`config.mk`:
```
export PLATFORM = sky130hd
export DESIGN_NAME = ars_rule_sequencer
export DESIGN_NICKNAME = d
export VERILOG_FILES = /design/src/rtl/ars_pkg.sv /design/src/rtl/ars_pair_mux.sv /design/src/rtl/ars_connective.sv /design/src/rtl/ars_rule_mem.sv /design/src/rtl/ars_rule_sequencer.sv
export SDC_FILE = /design/constraint.sdc
export NUM_CORES = 2
export LEC_CHECK = 0
export CORE_ASPECT_RATIO = 1.2
export CORE_UTILIZATION = 55
export DETAILED_ROUTE_END_ITERATION = 7
export DONT_BUFFER_PORTS = 1
export PLACE_DENSITY = 0.75
export SYNTH_ARGS = -nofsm -noshare
export SYNTH_HDL_FRONTEND = slang
export SYNTH_SLANG_ARGS = --single-unit
```
`constraint.sdc`:
```
create_clock -name clk -period 5.2 [get_ports clk]
set_input_delay 0.78 -clock clk [delete_from_list [all_inputs] [get_ports clk]]
set_output_delay 0.78 -clock clk [all_outputs]
set_load 0.005 [all_outputs]
```
`src/rtl/ars_pkg.sv`:
```
package ars_pkg;
  localparam int NUM_IN   = 2;
  localparam int RULES    = 4;
  localparam int IDX_W    = $clog2(RULES);

  typedef enum logic {
    CONN_MIN  = 1'b0,
    CONN_PROD = 1'b1
  } conn_e;
endpackage

```
`src/rtl/ars_pair_mux.sv`:
```
module ars_pair_mux #(
  parameter int LBL_W = 3,
  parameter int DEG_W = 8
) (
  input  logic             pick_b,
  input  logic [LBL_W-1:0] lbl_a,
  input  logic [DEG_W-1:0] deg_a,
  input  logic [LBL_W-1:0] lbl_b,
  input  logic [DEG_W-1:0] deg_b,
  output logic [LBL_W-1:0] lbl_sel,
  output logic [DEG_W-1:0] deg_sel
);
  always_comb begin
    lbl_sel = pick_b ? lbl_b : lbl_a;
    deg_sel = pick_b ? deg_b : deg_a;
  end
endmodule

```
`src/rtl/ars_connective.sv`:
```
module ars_connective #(
  parameter int DEG_W = 8
) (
  input  ars_pkg::conn_e   mode,
  input  logic [DEG_W-1:0] d0,
  input  logic [DEG_W-1:0] d1,
  output logic [DEG_W-1:0] act
);
  function automatic logic [DEG_W-1:0] f_min(input logic [DEG_W-1:0] x,
                                               input logic [DEG_W-1:0] y);
    return (x < y) ? x : y;
  endfunction

  function automatic logic [DEG_W-1:0] f_prod(input logic [DEG_W-1:0] x,
                                                input logic [DEG_W-1:0] y);
    logic [2*DEG_W-1:0] full;
    full = {{DEG_W{1'b0}}, x} * {{DEG_W{1'b0}}, y};
    return full[2*DEG_W-1:DEG_W];
  endfunction

  always_comb begin
    if (mode == ars_pkg::CONN_PROD) act = f_prod(d0, d1);
    else                            act = f_min(d0, d1);
  end
endmodule

```
`src/rtl/ars_rule_mem.sv`:
```
module ars_rule_mem #(
  parameter int ADDR_W = 6,
  parameter int CONS_W = 16
) (
  input  logic              clk,
  input  logic              we,
  input  logic [ADDR_W-1:0] waddr,
  input  logic [CONS_W-1:0] wdata,
  input  logic [ADDR_W-1:0] raddr,
  output logic [CONS_W-1:0] rdata
);
  localparam int DEPTH = 1 << ADDR_W;

  logic [CONS_W-1:0] store [DEPTH];

  always_ff @(posedge clk) begin
    if (we) store[waddr] <= wdata;
    rdata <= store[raddr];
  end
endmodule

```
`src/rtl/ars_rule_sequencer.sv`:
```
module ars_rule_sequencer #(
  parameter int NUM_MF = 8,
  parameter int DEG_W  = 8,
  parameter int CONS_W = 16,
  localparam int LBL_W = $clog2(NUM_MF),
  localparam int ADR_W = 2 * LBL_W
) (
  input  logic              clk,
  input  logic              rst_n,
  input  logic              cfg_we,
  input  logic [ADR_W-1:0]  cfg_addr,
  input  logic [CONS_W-1:0] cfg_data,
  input  logic              start,
  output logic              ready,
  input  logic              use_product,
  input  logic [LBL_W-1:0]  in0_lbl_a,
  input  logic [DEG_W-1:0]  in0_deg_a,
  input  logic [LBL_W-1:0]  in0_lbl_b,
  input  logic [DEG_W-1:0]  in0_deg_b,
  input  logic [LBL_W-1:0]  in1_lbl_a,
  input  logic [DEG_W-1:0]  in1_deg_a,
  input  logic [LBL_W-1:0]  in1_lbl_b,
  input  logic [DEG_W-1:0]  in1_deg_b,
  output logic              out_valid,
  output logic              out_first,
  output logic              out_last,
  output logic [DEG_W-1:0]  out_act,
  output logic [CONS_W-1:0] out_cons,
  output logic [ADR_W-1:0]  out_addr
);
  import ars_pkg::*;

  localparam logic [IDX_W-1:0] LAST_IDX = IDX_W'(RULES - 1);

  // captured antecedent pairs, one row per input
  logic [LBL_W-1:0] cap_lbl_a [NUM_IN];
  logic [LBL_W-1:0] cap_lbl_b [NUM_IN];
  logic [DEG_W-1:0] cap_deg_a [NUM_IN];
  logic [DEG_W-1:0] cap_deg_b [NUM_IN];
  conn_e            cap_mode;

  logic             busy;
  logic [IDX_W-1:0] rule_idx;

  // named internal events
  logic             accept;
  logic             rule_step;
  logic             rule_first;
  logic             rule_last;

  logic [LBL_W-1:0] sel_lbl [NUM_IN];
  logic [DEG_W-1:0] sel_deg [NUM_IN];
  logic [DEG_W-1:0] act_comb;
  logic [ADR_W-1:0] addr_comb;
  logic [DEG_W-1:0] sel_deg0;
  logic [DEG_W-1:0] sel_deg1;

  assign ready      = !busy;
  assign accept     = start && !busy;
  assign rule_step  = busy;
  assign rule_first = busy && (rule_idx == '0);
  assign rule_last  = busy && (rule_idx == LAST_IDX);

  always_ff @(posedge clk or negedge rst_n) begin
    if (!rst_n) begin
      busy     <= 1'b0;
      rule_idx <= '0;
      cap_mode <= CONN_MIN;
      for (int i = 0; i < NUM_IN; i++) begin
        cap_lbl_a[i] <= '0;
        cap_lbl_b[i] <= '0;
        cap_deg_a[i] <= '0;
        cap_deg_b[i] <= '0;
      end
    end else if (accept) begin
      busy         <= 1'b1;
      rule_idx     <= '0;
      cap_mode     <= conn_e'(use_product);
      cap_lbl_a[0] <= in0_lbl_a;
      cap_lbl_b[0] <= in0_lbl_b;
      cap_deg_a[0] <= in0_deg_a;
      cap_deg_b[0] <= in0_deg_b;
      cap_lbl_a[1] <= in1_lbl_a;
      cap_lbl_b[1] <= in1_lbl_b;
      cap_deg_a[1] <= in1_deg_a;
      cap_deg_b[1] <= in1_deg_b;
    end else if (busy) begin
      rule_idx <= rule_idx + IDX_W'(1);
      if (rule_idx == LAST_IDX) busy <= 1'b0;
    end
  end

  // counter bit g steers the pair multiplexer of input g
  for (genvar g = 0; g < NUM_IN; g++) begin : g_sel
    ars_pair_mux #(.LBL_W(LBL_W), .DEG_W(DEG_W)) u_mux (
      .pick_b  (rule_idx[g]),
      .lbl_a   (cap_lbl_a[g]),
      .deg_a   (cap_deg_a[g]),
      .lbl_b   (cap_lbl_b[g]),
      .deg_b   (cap_deg_b[g]),
      .lbl_sel (sel_lbl[g]),
      .deg_sel (sel_deg[g])
    );
  end

  assign sel_deg0  = sel_deg[0];
  assign sel_deg1  = sel_deg[1];
  assign addr_comb = {sel_lbl[1], sel_lbl[0]};

  ars_connective #(.DEG_W(DEG_W)) u_conn (
    .mode (cap_mode),
    .d0   (sel_deg[0]),
    .d1   (sel_deg[1]),
    .act  (act_comb)
  );

  ars_rule_mem #(.ADDR_W(ADR_W), .CONS_W(CONS_W)) u_mem (
    .clk   (clk),
    .we    (cfg_we),
    .waddr (cfg_addr),
    .wdata (cfg_data),
    .raddr (addr_comb),
    .rdata (out_cons)
  );

  always_ff @(posedge clk or negedge rst_n) begin
    if (!rst_n) begin
      out_valid <= 1'b0;
      out_first <= 1'b0;
      out_last  <= 1'b0;
      out_act   <= '0;
      out_addr  <= '0;
    end else begin
      out_valid <= rule_step;
      out_first <= rule_first;
      out_last  <= rule_last;
      out_act   <= act_comb;
      out_addr  <= addr_comb;
    end
  end
endmodule

```
==> metrics.yaml <==
worst_setup_path:
  end_kind: "flop"
  arrival_ns: 5.51
  reg2reg_to: "out_act[5]"
  r2r_start: "rule_idx[0]"
  r2r_slack_ns: 0.23
  path_max_fanout: 5
  path_class: "flop to flop"
  start_kind: "flop"
  required_ns: 5.74
  r2r_cells: 17
cells_and_area:
  design_area_sq_mm: 0.0513
  final_layout_size_suffix_gt1_share_pct: 14.2
  finalNonFillerCells: 4351
  nets: 3313
  final_common_cell: "edfxtp_1"
  final_cell_mix: "edfxtp_1 (1,024), nand2_1 (430), nor2_1 (182)"
  area_growth_pct: 11.7
  n_fill_cell: 5767
floorplan:
  io_pins: 105
  start_util_pct: 55.8
  core_area_sq_mm: 0.0823
  rows: 115
  die_h_microns: 318
  die_x_microns: 266
  dieArea_sq_mm: 0.0846
timing:
  period_share_pct: 95.5
  worst_hold_slack_ns: 0.182
  worstMarginPinSlew_ns: 1.41
  fin_skew_ns: 0.0274
  finalMaxSlewViolations: 0
  final-setup-viol-count: 0
  relSlewSlack_pct: 6.04
  rsz0062_at_grt: "false"
  period_minus_slack_ns: 4.97
  fmax_mhz: 201
  final_hold_viol_count: 0
  tns_ns: 0
pwr:
  peakVddDrop_uv: 1100
  power_density_mw_per_mm2: 728
  power_leakage_nw: 17.5
cts:
  cts_tree: "yes"
  clock_latency_ns: 0.68
  cts_buffer_depth: 3
  cts_root_buffer: "clkbuf_16"
  cts_sinks: 1105
  cts_inserted_buffers: 101
  clk_pin_slew_ns: 0.07
  h-tree-depth: 3
synthesis:
  synth_nets: 3236
  ys_seq_area_share_pct: 71.3
  syn_inst: 3081
  yosys-top-cells-area: "edfxtp_1 (67%), dfrtp_1 (3.5%), nand2_1 (3.5%), mux4_2 (3.1%), mux2i_1 (1.9%)"
  yosysTopAreaCell: "edfxtp_1"
  ys.flop_type: "edfxtp_1"
  syn_area_sq_mm: 0.0459
  synth_warnings: 0
  synth_top_area_share_pct: 67.0
  syn_avg_cell_area_sq_um: 14.9
  async_flop_share_pct: 5.88
  synth-edff-count: 1024
  netlist-cell-type-count: 75
  ys_seq_elements: 1105
routing:
  drtIter0Drc: 3745
  firstDrtPassIters: 6
  wl_per_cell_microns: 27.9
  remaining_drc_errors: 0
  totalWireLength_mm: 121
  viasPerCell: 6.53
  ant_nets: 0
  dr_total_vias: 28432
place:
  place.detailed.hpwl_mm: 73.7
  dp_cells: 4160
  dpl_cell_area_sq_mm: 0.0477
  portBuffers: 0
  gp_congestion: 0.914
worst_hold_path:
  holdPathEnd: "u_mem.store[18][15]"
  hp-class: "primary input to flop"
  hold_depth: 0
  min-delay-start: "cfg_data[15]"
global_route:
  track_usage_pct: 28.7
  grt_pass1_vias: 28091
  grt_max_degree: 119
  grt_pass1_wl_mm: 178
  antenna_found_initial: 3
  grt_overflow_total: 0
run_status:
  status: "finished, final reports clean"
run:
  maxCapViolCount: 0
worst max-delay path, cell delays in order, from the launching register on:
cell       delay [ns]
dfrtp_4          0.53
buf_12           0.15
mux2i_2          0.29
nor2_1           0.09
fa_1             0.40
fa_1             0.49
inv_1            0.07
fa_1             0.54
inv_1            0.05
fa_1             0.45
ha_1             0.35
nand4_1          0.13
or3b_2           0.50
o211ai_4         0.26
a2111oi_4        0.12
o21bai_2         0.14
xnor2_1          0.14
mux2i_1          0.09
metal layers:
| metal | share of wire, % | global-route usage (%) | vias to the layer above |
|---|---|---|---|
| met4 | 5.0 | 13.4 | 4 |
| met2 | 48 | 47.1 | 1913 |
| met1 | 35 | 36.4 | 14170 |
| li1 | - | - | 12023 |
| met3 | 11 | 6.31 | 322 |
| met5 | 0.022 | 0 | - |
cells by family after synthesis:
| logic type | Yosys count | share of synthesized area [%] |
|---|---|---|
| xor gates and xnor gates | 7 | 0.134 |
| muxes | 203 | 6.53 |
| AOI/OAI and AO/OA | 562 | 8.41 |
| buffers and inverters | 253 | 2.67 |
| adders and majority gates | 84 | 2.86 |
| DFF | 1105 | 71.3 |
| and+or+nand+nor | 867 | 8.14 |
where the power goes:
part	switching (W)	internal, W	total [W]	leakage (nW)
combinational	0.0117	0.00733	0.0191	5.72
sequential	0.000346	0.0102	0.0105	10.1
clock	0.00321	0.00455	0.00776	1.68
registers in the layout, indices dropped and copies added (netlist names):
signal,count
cap_lbl_a,6
rule_idx,2
out_first,1
out_act,8
out_valid,1
cap_lbl_b,6
cap_mode,1
out_addr,6
cap_deg_a,16
cap_deg_b,16
u_mem.store,1024
out_last,1
u_mem.rdata,16
busy,1
cell usage after synthesis (11+ instances only):
cell type  number
a211o_1        18
a211oi_1       26
a21oi_1       140
a221oi_1       38
a222oi_1       14
a22oi_1        98
a31oi_1        17
and3_1         30
buf_2          38
buf_4          12
buf_6          12
clkbuf_1      104
dfrtp_1        65
dfxtp_1        16
edfxtp_1     1024
fa_1           35
ha_1           49
inv_1          65
mux2_2         42
mux2i_1        89
mux4_2         64
nand2_1       432
nand2b_1       13
nand3_1       122
nor2_1        183
nor3_1         25
nor4_1         19
o21ai_0        50
o221ai_1       11
o22ai_1        69
o32a_1         13
o32ai_1        14
or4_1          12
area by class of cell:
class / instances / area, sq um / share of cell area, %
tap: 1111 / 1390 / 2.71
timing repair buffer: 157 / 1280 / 2.49
antenna: 1 / 2.50 / 0.00488
inverter: 70 / 278 / 0.542
clock inverter: 57 / 703 / 1.37
sequential: 1105 / 32700 / 63.8
clock buffer: 127 / 2760 / 5.39
multi-input combinational: 1723 / 12200 / 23.7
stage by stage:
step | setup slack, ns | total power [W] | util [%]
finish | 0.234 | 0.0373 | 62.3
global route | 0.0616 | 0.0391 | 62.3
CTS | 0.0759 | 0.0368 | 62.2
detailed placement | 0.139 | 0.0290 | 57.9
global placement | 0.177 | 0.0286 | 57.9
floorplan | 0.0105 | 0.0234 | -
how the worst max path moves through the flow:
| stage | startpoint | to | cells past startpoint |
|---|---|---|---|
| 5_1_grt | rule_idx[1] | out_act[5] | 17 |
| 3_3_place_gp | rule_idx[1] | out_act[5] | 17 |
| 3_5_place_dp | rule_idx[1] | out_act[5] | 17 |
| 2_1_floorplan | rule_idx[0] | out_act[4] | 21 |
| 6_report | rule_idx[0] | out_act[5] | 17 |
| 4_1_cts | rule_idx[1] | out_act[5] | 17 |
what timing repair did:
| item | CTS | global route |
|---|---|---|
| buffers inserted | 0 | 4 |
| setup endpoints to repair | 0 | 5 |
| gates resized for setup | 0 | 9 |
| endpoints found under the hold margin | 65 | 0 |
| hold buffers | 2 | 0 |
Note: power is estimated with default switching activity, not from simulation.
